File: config.mk
export PLATFORM = sky130hd
export DESIGN_NAME = thermal_retry_ctrl
export DESIGN_NICKNAME = d
export VERILOG_FILES = /design/src/rtl/thermal_retry_pkg.sv /design/src/rtl/thermal_trip_eval.sv /design/src/rtl/retry_timer.sv /design/src/rtl/thermal_retry_fsm.sv /design/src/rtl/thermal_retry_ctrl.sv
export SDC_FILE = /design/constraint.sdc
export NUM_CORES = 1
export LEC_CHECK = 0
export ABC_AREA = 1
export BUFFER_PORTS_ARGS = -buffer_cell sky130_fd_sc_hd__buf_2
export CORE_ASPECT_RATIO = 0.6
export CORE_MARGIN = 3
export CORE_UTILIZATION = 30
export DETAILED_ROUTE_END_ITERATION = 16
export PLACE_DENSITY = 0.61
export SYNTH_ARGS = -nofsm -noshare
export SYNTH_HDL_FRONTEND = slang
export SYNTH_SLANG_ARGS = --single-unit
File: constraint.sdc
create_clock -name clk -period 3 [get_ports clk]
set_input_delay 0 -clock clk [delete_from_list [all_inputs] [get_ports clk]]
set_output_delay 0 -clock clk [all_outputs]
set_load 0.01 [all_outputs]
File: src/rtl/thermal_retry_pkg.sv
package thermal_retry_pkg;

  typedef enum logic [2:0] {
    ST_OFF     = 3'd0,
    ST_ON      = 3'd1,
    ST_REL_SD  = 3'd2,
    ST_ABS_SD  = 3'd3,
    ST_LATCHED = 3'd4
  } chan_state_e;

endpackage

File: src/rtl/thermal_trip_eval.sv
module thermal_trip_eval #(
  parameter int TW = 10
) (
  input  logic [TW-1:0] t_fet,
  input  logic [TW-1:0] t_ctl,
  input  logic [TW-1:0] t_rel_th,
  input  logic [TW-1:0] t_abs_lim,
  input  logic [TW-1:0] t_hys,
  output logic          rel_trip,
  output logic          abs_trip,
  output logic          abs_cool
);

  logic [TW-1:0] rise;
  logic [TW-1:0] cool_floor;

  // Rise of the transistor over the controller, floored at zero.
  always_comb begin
    if (t_fet > t_ctl) rise = t_fet - t_ctl;
    else               rise = '0;
  end

  // Floor below which an absolute trip may clear, floored at zero.
  always_comb begin
    if (t_abs_lim > t_hys) cool_floor = t_abs_lim - t_hys;
    else                   cool_floor = '0;
  end

  assign rel_trip = (rise > t_rel_th);
  assign abs_trip = (t_fet >= t_abs_lim);
  assign abs_cool = (t_fet < cool_floor);

endmodule

File: src/rtl/retry_timer.sv
module retry_timer #(
  parameter int CYCLES = 64
) (
  input  logic clk,
  input  logic rst_n,
  input  logic run,
  output logic expire
);

  localparam int CW = (CYCLES > 2) ? $clog2(CYCLES) : 1;
  localparam logic [CW-1:0] LAST = CW'(CYCLES - 1);

  logic [CW-1:0] cnt_q;
  logic [CW-1:0] cnt_d;
  logic          cnt_en;

  // Counting is enabled in shutdown, and clearing whenever counting stops.
  assign cnt_en = run || (cnt_q != '0);

  always_comb begin
    if (!run)               cnt_d = '0;
    else if (cnt_q == LAST) cnt_d = '0;
    else                    cnt_d = cnt_q + 1'b1;
  end

  always_ff @(posedge clk or negedge rst_n) begin
    if (!rst_n)      cnt_q <= '0;
    else if (cnt_en) cnt_q <= cnt_d;
  end

  assign expire = run && (cnt_q == LAST);

endmodule

File: src/rtl/thermal_retry_fsm.sv
module thermal_retry_fsm
  import thermal_retry_pkg::*;
(
  input  logic clk,
  input  logic rst_n,
  input  logic en_req,
  input  logic latch_mode,
  input  logic ilim_active,
  input  logic rel_trip,
  input  logic abs_trip,
  input  logic abs_cool,
  input  logic retry_expire,
  output logic timer_run,
  output logic latched,
  output logic gate_on,
  output logic fault_n
);

  chan_state_e state_q, state_d;
  logic        gate_d;
  logic        fault_d;
  logic        any_trip;
  chan_state_e trip_dest;

  assign any_trip = abs_trip || rel_trip;

  // Destination on a trip: the mode picks latching, and abs beats rel.
  always_comb begin
    if (latch_mode)    trip_dest = ST_LATCHED;
    else if (abs_trip) trip_dest = ST_ABS_SD;
    else               trip_dest = ST_REL_SD;
  end

  always_comb begin
    state_d = state_q;
    unique case (state_q)
      ST_OFF: begin
        if (en_req) state_d = ST_ON;
      end
      ST_ON: begin
        if (!en_req)       state_d = ST_OFF;
        else if (any_trip) state_d = trip_dest;
      end
      ST_REL_SD: begin
        if (!en_req)           state_d = ST_OFF;
        else if (retry_expire) state_d = ST_ON;
      end
      ST_ABS_SD: begin
        if (!en_req)                       state_d = ST_OFF;
        else if (retry_expire && abs_cool) state_d = ST_ON;
      end
      ST_LATCHED: begin
        if (!en_req) state_d = ST_OFF;
      end
      default: state_d = ST_OFF;
    endcase
  end

  always_comb begin
    gate_d  = (state_d == ST_ON);
    fault_d = ((state_d == ST_ON) && ilim_active) ||
              (state_d == ST_REL_SD) || (state_d == ST_ABS_SD) ||
              (state_d == ST_LATCHED);
  end

  always_ff @(posedge clk or negedge rst_n) begin
    if (!rst_n) begin
      state_q <= ST_OFF;
      gate_on <= 1'b0;
      fault_n <= 1'b1;
    end else begin
      state_q <= state_d;
      gate_on <= gate_d;
      fault_n <= !fault_d;
    end
  end

  assign timer_run = (state_q == ST_REL_SD) || (state_q == ST_ABS_SD);
  assign latched   = (state_q == ST_LATCHED);

endmodule

File: src/rtl/thermal_retry_ctrl.sv
module thermal_retry_ctrl #(
  parameter int TEMP_W       = 10,
  parameter int RETRY_CYCLES = 64
) (
  input  logic              clk,
  input  logic              rst_n,
  input  logic              en_req,
  input  logic              latch_mode,
  input  logic              ilim_active,
  input  logic [TEMP_W-1:0] t_fet,
  input  logic [TEMP_W-1:0] t_ctl,
  input  logic [TEMP_W-1:0] t_rel_th,
  input  logic [TEMP_W-1:0] t_abs_lim,
  input  logic [TEMP_W-1:0] t_hys,
  output logic              gate_on,
  output logic              fault_n
);

  logic rel_trip;
  logic abs_trip;
  logic abs_cool;
  logic timer_run;
  logic retry_expire;
  logic latched;

  thermal_trip_eval #(.TW(TEMP_W)) u_eval (
    .t_fet     (t_fet),
    .t_ctl     (t_ctl),
    .t_rel_th  (t_rel_th),
    .t_abs_lim (t_abs_lim),
    .t_hys     (t_hys),
    .rel_trip  (rel_trip),
    .abs_trip  (abs_trip),
    .abs_cool  (abs_cool)
  );

  retry_timer #(.CYCLES(RETRY_CYCLES)) u_timer (
    .clk    (clk),
    .rst_n  (rst_n),
    .run    (timer_run),
    .expire (retry_expire)
  );

  thermal_retry_fsm u_fsm (
    .clk          (clk),
    .rst_n        (rst_n),
    .en_req       (en_req),
    .latch_mode   (latch_mode),
    .ilim_active  (ilim_active),
    .rel_trip     (rel_trip),
    .abs_trip     (abs_trip),
    .abs_cool     (abs_cool),
    .retry_expire (retry_expire),
    .timer_run    (timer_run),
    .latched      (latched),
    .gate_on      (gate_on),
    .fault_n      (fault_n)
  );

endmodule

==> impl_metrics.env, run 1 <==
export IMPL_status="finished, final reports clean"
export IMPL_power_density_mw_per_mm2=338
export IMPL_die_area_mm2=0.00915
export IMPL_cts_sinks=11
export IMPL_ios=57
export IMPL_cts_root_buf="clkbuf_16"
export IMPL_grt_pass1_vias=2281
export IMPL_synth_yosys_seq_area_share_pct=11.5
export IMPL_cpLargestDelayFamily="simple AND/OR/NAND/NOR gates"
export IMPL_overflow=0
export IMPL_via_per_inst=4.47
export IMPL_fin_nets=548
export IMPL_synth_main_ff_cell="dfrtp_1"
export IMPL_vdd_drop_max_mv=0.150
export IMPL_slowest_stage="fa_2"
export IMPL_diodes=0
export IMPL_crit_path_start_kind="primary input"
export IMPL_p_leak_uw=0.00172
export IMPL_grt_pass1_wl_mm=10.3
export IMPL_remaining_drc_errors=0
export IMPL_syn_area_per_cell_um2=6.36
export IMPL_path_clk_slew_ps=40
export IMPL_synth_cells=378
export IMPL_ys_seq_elements=11
export IMPL_grt_use_total_pct=13.7
export IMPL_hpwlAfterDp_mm=5.61
export IMPL_synth_warnings=0
export IMPL_synth_top_area_share_pct=26.6
export IMPL_grt_max_degree=12
export IMPL_drv_cap=0
export IMPL_fin_worst_skew_ps=0.832
export IMPL_antenna_left=0
export IMPL_synthDistinctLibCells=36
export IMPL_post_synth_top_area_cell="ha_1"
export IMPL_initial_utilization_pct=32.0
export IMPL_synth_area_mm2=0.00240
export IMPL_cpMostUsedCell="nand2_1"
export IMPL_synth_area_top_cells="ha_1 (27%), nand2_1 (14%), inv_1 (13%)"
export IMPL_clock_latency_ps=240
export IMPL_antenna_found_initial=0
export IMPL_synthArstFlopShare_pct=100
export IMPL_area_delta_synth_final_pct=21.2
export IMPL_final_period_utilization_pct=88.0
export IMPL_arrival_ps=2810
export IMPL_cp_max_fo=9
export IMPL_routedWlPerCell_um=11.5
export IMPL_cts_buffer_depth=2
export IMPL_place_congestion=0.925
export IMPL_num_vias=2426
export IMPL_routed_wl_mm=6.22
export IMPL_crit_type="in -> reg"
export IMPL_slew_headroom_pct=67.7
export IMPL_dp_cells=538
export IMPL_timing_final_crit_period_ps=2640
export IMPL_timing_setup_tns_ps=0
export IMPL_synth_edf_count=0
export IMPL_yosys_top_cells_count="nand2_1 (92), inv_1 (85), ha_1 (51), nor2_1 (34), a21oi_1 (24)"
export IMPL_cp_slowest_stage_delay_ps=360
export IMPL_drive_above_1_share_pct=17.5
export IMPL_cts_tree="done"
export IMPL_fp_coreArea_mm2=0.00751
export IMPL_fmax_ghz=0.379
export IMPL_maxSlewViolCount=0
export IMPL_die_x_um=122
export IMPL_fin_cells=543
export IMPL_tightest_slew_ps=479
export IMPL_post_cts_buffers=0
export IMPL_rows=24
export IMPL_finalSetupViolCount=0
export IMPL_cts_made_buffers=3
export IMPL_port_buffers=56
export IMPL_grt_setup_unrepaired="no"
export IMPL_critPathBufInv=3
export IMPL_htree_levels=1
export IMPL_worstPathRequired_ps=3170
export IMPL_drt_iter0_drc=99
export IMPL_die_h_um=75.3
export IMPL_dr_pass1_iters=4
export IMPL_endpoint_kind="flop"
export IMPL_hold_path_class="in -> reg"
export IMPL_yosysMostFrequentCell="nand2_1"
export IMPL_synth_nets=486
export IMPL_hold_viol=0
[worst register-to-register path: cells and delay by family, from the launching register on]
kind            cells  cell delay [ps]
compound gates      2              230
fa+ha+maj           1              190
buf+inv             1               80
flops               1              390
simple gates        7              730
[registers in the layout, summed over array words and instances, names as in the netlist]
signal         cells
u_timer.cnt_q      6
u_fsm.state_q      3
u_fsm.fault_n      1
u_fsm.gate_on      1
[layout by cell type, fill, tap and decap left out, types with 4 or more instances in the layout]
cell type and n:
o21ai_0 8, inv_1 85, nor2_1 34, nand3_1 19, buf_2 56, nor3_1 5, nand2_1 92, a21oi_1 23
ha_1 51, dfrtp_1 10, nand4_1 8, xor2_1 4
[what timing repair did]
action                                  in CTS  in global routing
endpoints found under the setup margin       0                  4
hold endpoints to repair                    11                  0
hold buffers                                 1                  0
gates resized for setup                      0                  4
[per-stage QoR]
| stage | hold WS, ps | power, µW | cell area (µm²) | setup WS (ps) | util (%) |
|---|---|---|---|---|---|
| floorplan | -296 | 585 | 2400 | 453 | - |
| global placement | -119 | 732 | 2810 | 103 | 37.5 |
| global route | 42.5 | 1090 | 2910 | 12.5 | 38.8 |
| finish | 30.9 | 985 | 2910 | 360 | 38.8 |
| detailed placement | -118 | 740 | 2810 | 2.15 | 37.5 |
| CTS | 63.5 | 988 | 2900 | 243 | 38.7 |
[logic make-up (layout without fill, tap and decap cells)]
| kind of cell | Yosys count | in the layout | synth area share, % |
|---|---|---|---|
| and+or+nand+nor | 177 | 177 | 33.1 |
| AOI/OAI and AO/OA | 45 | 45 | 11.5 |
| DFF | 11 | 11 | 11.5 |
| adders and majority gates | 53 | 53 | 28.2 |
| xor gates and xnor gates | 6 | 6 | 2.19 |
| buffers and inverters | 86 | 147 | 13.4 |
[final cells by class]
cell class	count	area (µm²)
inverter	86	323
timing repair buffer	57	290
fill	821	4590
sequential	11	277
multi-input combinational	281	1810
clock buffer	4	78.8
tap	104	130
[report_power, final]
part / switching [µW] / leakage (µW) / internal, µW
sequential: 26.6 / 0.000146 / 185
clock: 61.5 / 0.0000382 / 178
combinational: 312 / 0.00154 / 221
total: 401 / 0.00172 / 585
[final timing paths]
check	endpoint	slack, ps	cells after the start	startpoint
max in group asynchronous	u_fsm.fault_n	2570	2	rst_n
min in group asynchronous	u_fsm.gate_on	170	2	rst_n
min reg2reg	u_timer.cnt_q[0]	550	1	u_timer.cnt_q[0]
min	u_fsm.fault_n	30	3	ilim_active
max reg2reg	u_fsm.gate_on	1310	11	u_timer.cnt_q[1]
max	u_fsm.fault_n	360	25	t_fet[0]
[layer usage]
layer,routed length [µm],global-route usage (%),up-vias
li1,-,-,1336
met1,3460,21.5,1030
met2,2410,21.2,58
met3,333,1.34,2
met4,16,1.24,0
met5,0,0,-
Power figures use the tool's default switching activity.
==> inputs of run 2 (changes only) <==
--- a/config.mk
+++ b/config.mk
@@ -5,7 +5,6 @@
 export SDC_FILE = /design/constraint.sdc
 export NUM_CORES = 1
 export LEC_CHECK = 0
-export ABC_AREA = 1
 export BUFFER_PORTS_ARGS = -buffer_cell sky130_fd_sc_hd__buf_2
 export CORE_ASPECT_RATIO = 0.6
 export CORE_MARGIN = 3
==> run 2 against run 1 <==
Effect of this change:
- the run now ends with negative setup slack left
- clock-buffer cell count down 1
- global-route usage up 1.1 points
- non-clock buffer count up 53
- core utilization up 9.0 points
- wire length up 4.5%
- final cell count down 5.7%
- critical path depth down 7
- hold slack better by 23 ps
- maximum frequency down 14%
- register-to-register slack worse by 360 ps
- critical path type unchanged
- largest power group unchanged
==> impl_metrics.env, run 2 <==
export IMPL_routed_wl_mm=6.50
export IMPL_htree_levels=1
export IMPL_place_congestion=0.820
export IMPL_remaining_drc_errors=0
export IMPL_cp_slowest_stage_delay_ps=390
export IMPL_drive_above_1_share_pct=35.2
export IMPL_cpLargestDelayFamily="compound AO/OA/AOI/OAI gates"
export IMPL_hpwlAfterDp_mm=5.44
export IMPL_antenna_found_initial=0
export IMPL_rows=23
export IMPL_grt_max_degree=12
export IMPL_slowest_stage="o311a_1"
export IMPL_synth_top_area_share_pct=28.0
export IMPL_fin_worst_skew_ps=2.19
export IMPL_crit_path_start_kind="primary input"
export IMPL_endpoint_kind="flop"
export IMPL_cts_tree="done"
export IMPL_switching_share_pct=37.5
export IMPL_p_sw_uw=403
export IMPL_die_x_um=118
export IMPL_endpoint="u_fsm.gate_on"
export IMPL_final_core_util_pct=47.8
export IMPL_cts_buffer_depth=2
export IMPL_final_common_cell="buf_2"
export IMPL_cts_root_buf="clkbuf_16"
export IMPL_via_per_inst=4.76
export IMPL_dpl_cell_area_mm2=0.00300
export IMPL_overflow=0
export IMPL_power_share_clock_pct=22.7
export IMPL_status="finished with violations"
export IMPL_p_comb_share_pct=59.0
export IMPL_yosysMostFrequentCell="ha_1"
export IMPL_maxSlewViolCount=0
export IMPL_ys_seq_elements=11
export IMPL_synth_yosys_seq_area_share_pct=12.1
export IMPL_path_depth=18
export IMPL_synth_edf_count=0
export IMPL_syn_area_per_cell_um2=7.64
export IMPL_critPathBufInv=3
export IMPL_startpoint="t_fet[0]"
export IMPL_hold_viol=0
export IMPL_p_leak_uw=0.00172
export IMPL_largest_register="u_timer.cnt_q"
export IMPL_r2r_end="u_fsm.gate_on"
export IMPL_synth_nets=406
export IMPL_reg2reg_from="u_timer.cnt_q[0]"
export IMPL_cpMostUsedCell="nor2_1"
export IMPL_die_h_um=73.5
export IMPL_mostFrequentLayoutCells="buf_2 (55), buf_4 (52), ha_1 (49)"
export IMPL_initial_utilization_pct=32.5
export IMPL_post_synth_top_area_cell="ha_1"
export IMPL_cp_max_fo=5
export IMPL_fp_coreArea_mm2=0.00699
export IMPL_antenna_left=0
export IMPL_top_regs="u_timer.cnt_q (6), u_fsm.state_q (3)"
export IMPL_synthArstFlopShare_pct=100
export IMPL_final_area_mm2=0.00334
export IMPL_path_clk_slew_ps=40
export IMPL_worstPathCellList="buf_8, inv_6, ha_4, inv_2, fa_2, a21o_1, a21oi_2, o221ai_2, a31oi_2, a21o_2, nor2_1, ha_1, a211oi_2, nor2_1, nor2_1, a31oi_4, o311a_1, nor4bb_1"
export IMPL_diodes=0
export IMPL_fillerInstances=720
export IMPL_synth_area_mm2=0.00228
export IMPL_power_density_mw_per_mm2=321
export IMPL_crit_type="in -> reg"
export IMPL_hold_path_class="in -> reg"
export IMPL_dr_pass1_iters=4
export IMPL_grt_use_total_pct=14.8
export IMPL_pwr_share_seq_pct=18.2
export IMPL_synth_area_top_cells="ha_1 (28%), dfrtp_1 (11%), inv_1 (7.8%)"
export IMPL_die_area_mm2=0.00870
export IMPL_timing_final_crit_period_ps=3070
export IMPL_ios=57
export IMPL_synthDistinctLibCells=51
export IMPL_arrival_ps=3200
export IMPL_area_delta_synth_final_pct=46.8
export IMPL_routedWlPerCell_um=12.7
export IMPL_grt_pass1_vias=2355
export IMPL_vdd_drop_max_mv=0.197
export IMPL_fmax_ghz=0.326
export IMPL_cts_sinks=11
export IMPL_drt_iter0_drc=99
export IMPL_port_buffers=56
export IMPL_num_vias=2436
export IMPL_final_period_utilization_pct=102
export IMPL_synth_cells=298
export IMPL_setup_ws_ps=-71.1
export IMPL_failed_checks="negative setup slack"
export IMPL_fin_nets=521
export IMPL_grt_setup_unrepaired="yes"
export IMPL_grt_pass1_wl_mm=10.7
export IMPL_drv_cap=0
export IMPL_cts_made_buffers=3
export IMPL_clock_latency_ps=240
export IMPL_worstPathRequired_ps=3130
export IMPL_intPower_uw=670
export IMPL_synth_main_ff_cell="dfrtp_1"
export IMPL_reg2reg_depth=7
export IMPL_synth_warnings=0
export IMPL_finalSetupViolCount=2
export IMPL_yosys_top_cells_count="ha_1 (51), inv_1 (47), nor2_1 (26), nand2_1 (19), o21ai_0 (14)"
export IMPL_tightest_slew_ps=379
export IMPL_reg2reg_setup_slack_ps=950
export IMPL_slew_headroom_pct=74.7
export IMPL_largest_register_ffs=6
## run 2: cell types whose count changed after synthesis, moves of 7 or more
cell	delta
nand2_1	-73
inv_1	-38
nand3_1	-13
a21oi_1	-12
nor2b_1	+11
nor2_1	-8
a21o_1	+7
xnor2_1	+7
## run 2: kinds of logic (layout without fill, tap and decap cells)
group	after synthesis	in the layout	synth area share [%]
compound gates	76	77	22.7
xor+xnor	16	16	6.16
fa+ha+maj	53	53	29.8
buf+inv	48	161	7.97
flops	11	11	12.1
simple gates	94	94	21.3
## run 2: cell type report
| class | count | area (µm²) | area share, % |
|---|---|---|---|
| multi-input cells | 240 | 1980 | 59.2 |
| repair buffers | 110 | 701 | 21.0 |
| flip-flops and latches | 11 | 277 | 8.28 |
| inverters | 47 | 181 | 5.43 |
| well taps | 100 | 125 | 3.75 |
| clock buffers | 3 | 75.1 | 2.25 |
| clock inverters | 1 | 5.00 | 0.150 |
## run 2: stage by stage
step	setup slack [ps]	TNS, ps	instances	power (µW)	hold WS, ps
6_report	-71.1	-97.3	512	1070	54.3
2_1_floorplan	1.27	0	298	533	-296
4_1_cts	-133	-152	508	1050	44.4
3_5_place_dp	-534	-2010	496	748	-118
3_3_place_gp	-363	-1360	496	735	-122
5_1_grt	-265	-580	512	1160	71.8
## run 2: how the worst min path moves through the flow
stage / start / to / slack (ps) / cells past startpoint
2_1_floorplan: rst_n / u_fsm.gate_on / -300 / 0
3_3_place_gp: rst_n / u_timer.cnt_q[5] / -120 / 1
3_5_place_dp: rst_n / u_timer.cnt_q[4] / -120 / 1
4_1_cts: latch_mode / u_fsm.state_q[2] / 40 / 3
5_1_grt: latch_mode / u_fsm.state_q[2] / 70 / 3
6_report: latch_mode / u_fsm.state_q[2] / 50 / 3
## run 2: repair_timing
item | CTS | global route
hold buffers | 2 | 0
hold endpoints to repair | 12 | 0
cloned | 1 | 0
endpoints found under the setup margin | 5 | 5
pin swaps | 11 | 11
buffers inserted | 5 | 4
resized for setup | 24 | 16
## run 2: tightest hold or removal path: cells and delay by family
| kind | cells | cell delay (ps) |
|---|---|---|
| buffers and inverters | 1 | 130 |
| AND/OR/NAND/NOR | 1 | 60 |
| AO/OA/AOI/OAI | 1 | 60 |
## run 2: power groups by stage
stage          clock network, µW  logic [µW]  registers [µW]
3_5_place_dp                   0         551             197
2_1_floorplan                  0         340             193
6_report                     244         633             196
5_1_grt                      253         712             199
3_3_place_gp                   0         539             197
4_1_cts                      252         598             195
## run 2: per-layer routing
| metal | routed length (µm) | global-route usage (%) | vias up | part of all wire, % |
|---|---|---|---|---|
| li1 | - | - | 1281 | - |
| met1 | 3530 | 22.2 | 1105 | 54 |
| met2 | 2640 | 22.9 | 46 | 41 |
| met3 | 280 | 2.08 | 4 | 4.3 |
| met4 | 47 | 2.70 | 0 | 0.72 |
| met5 | 0 | 0 | - | 0 |
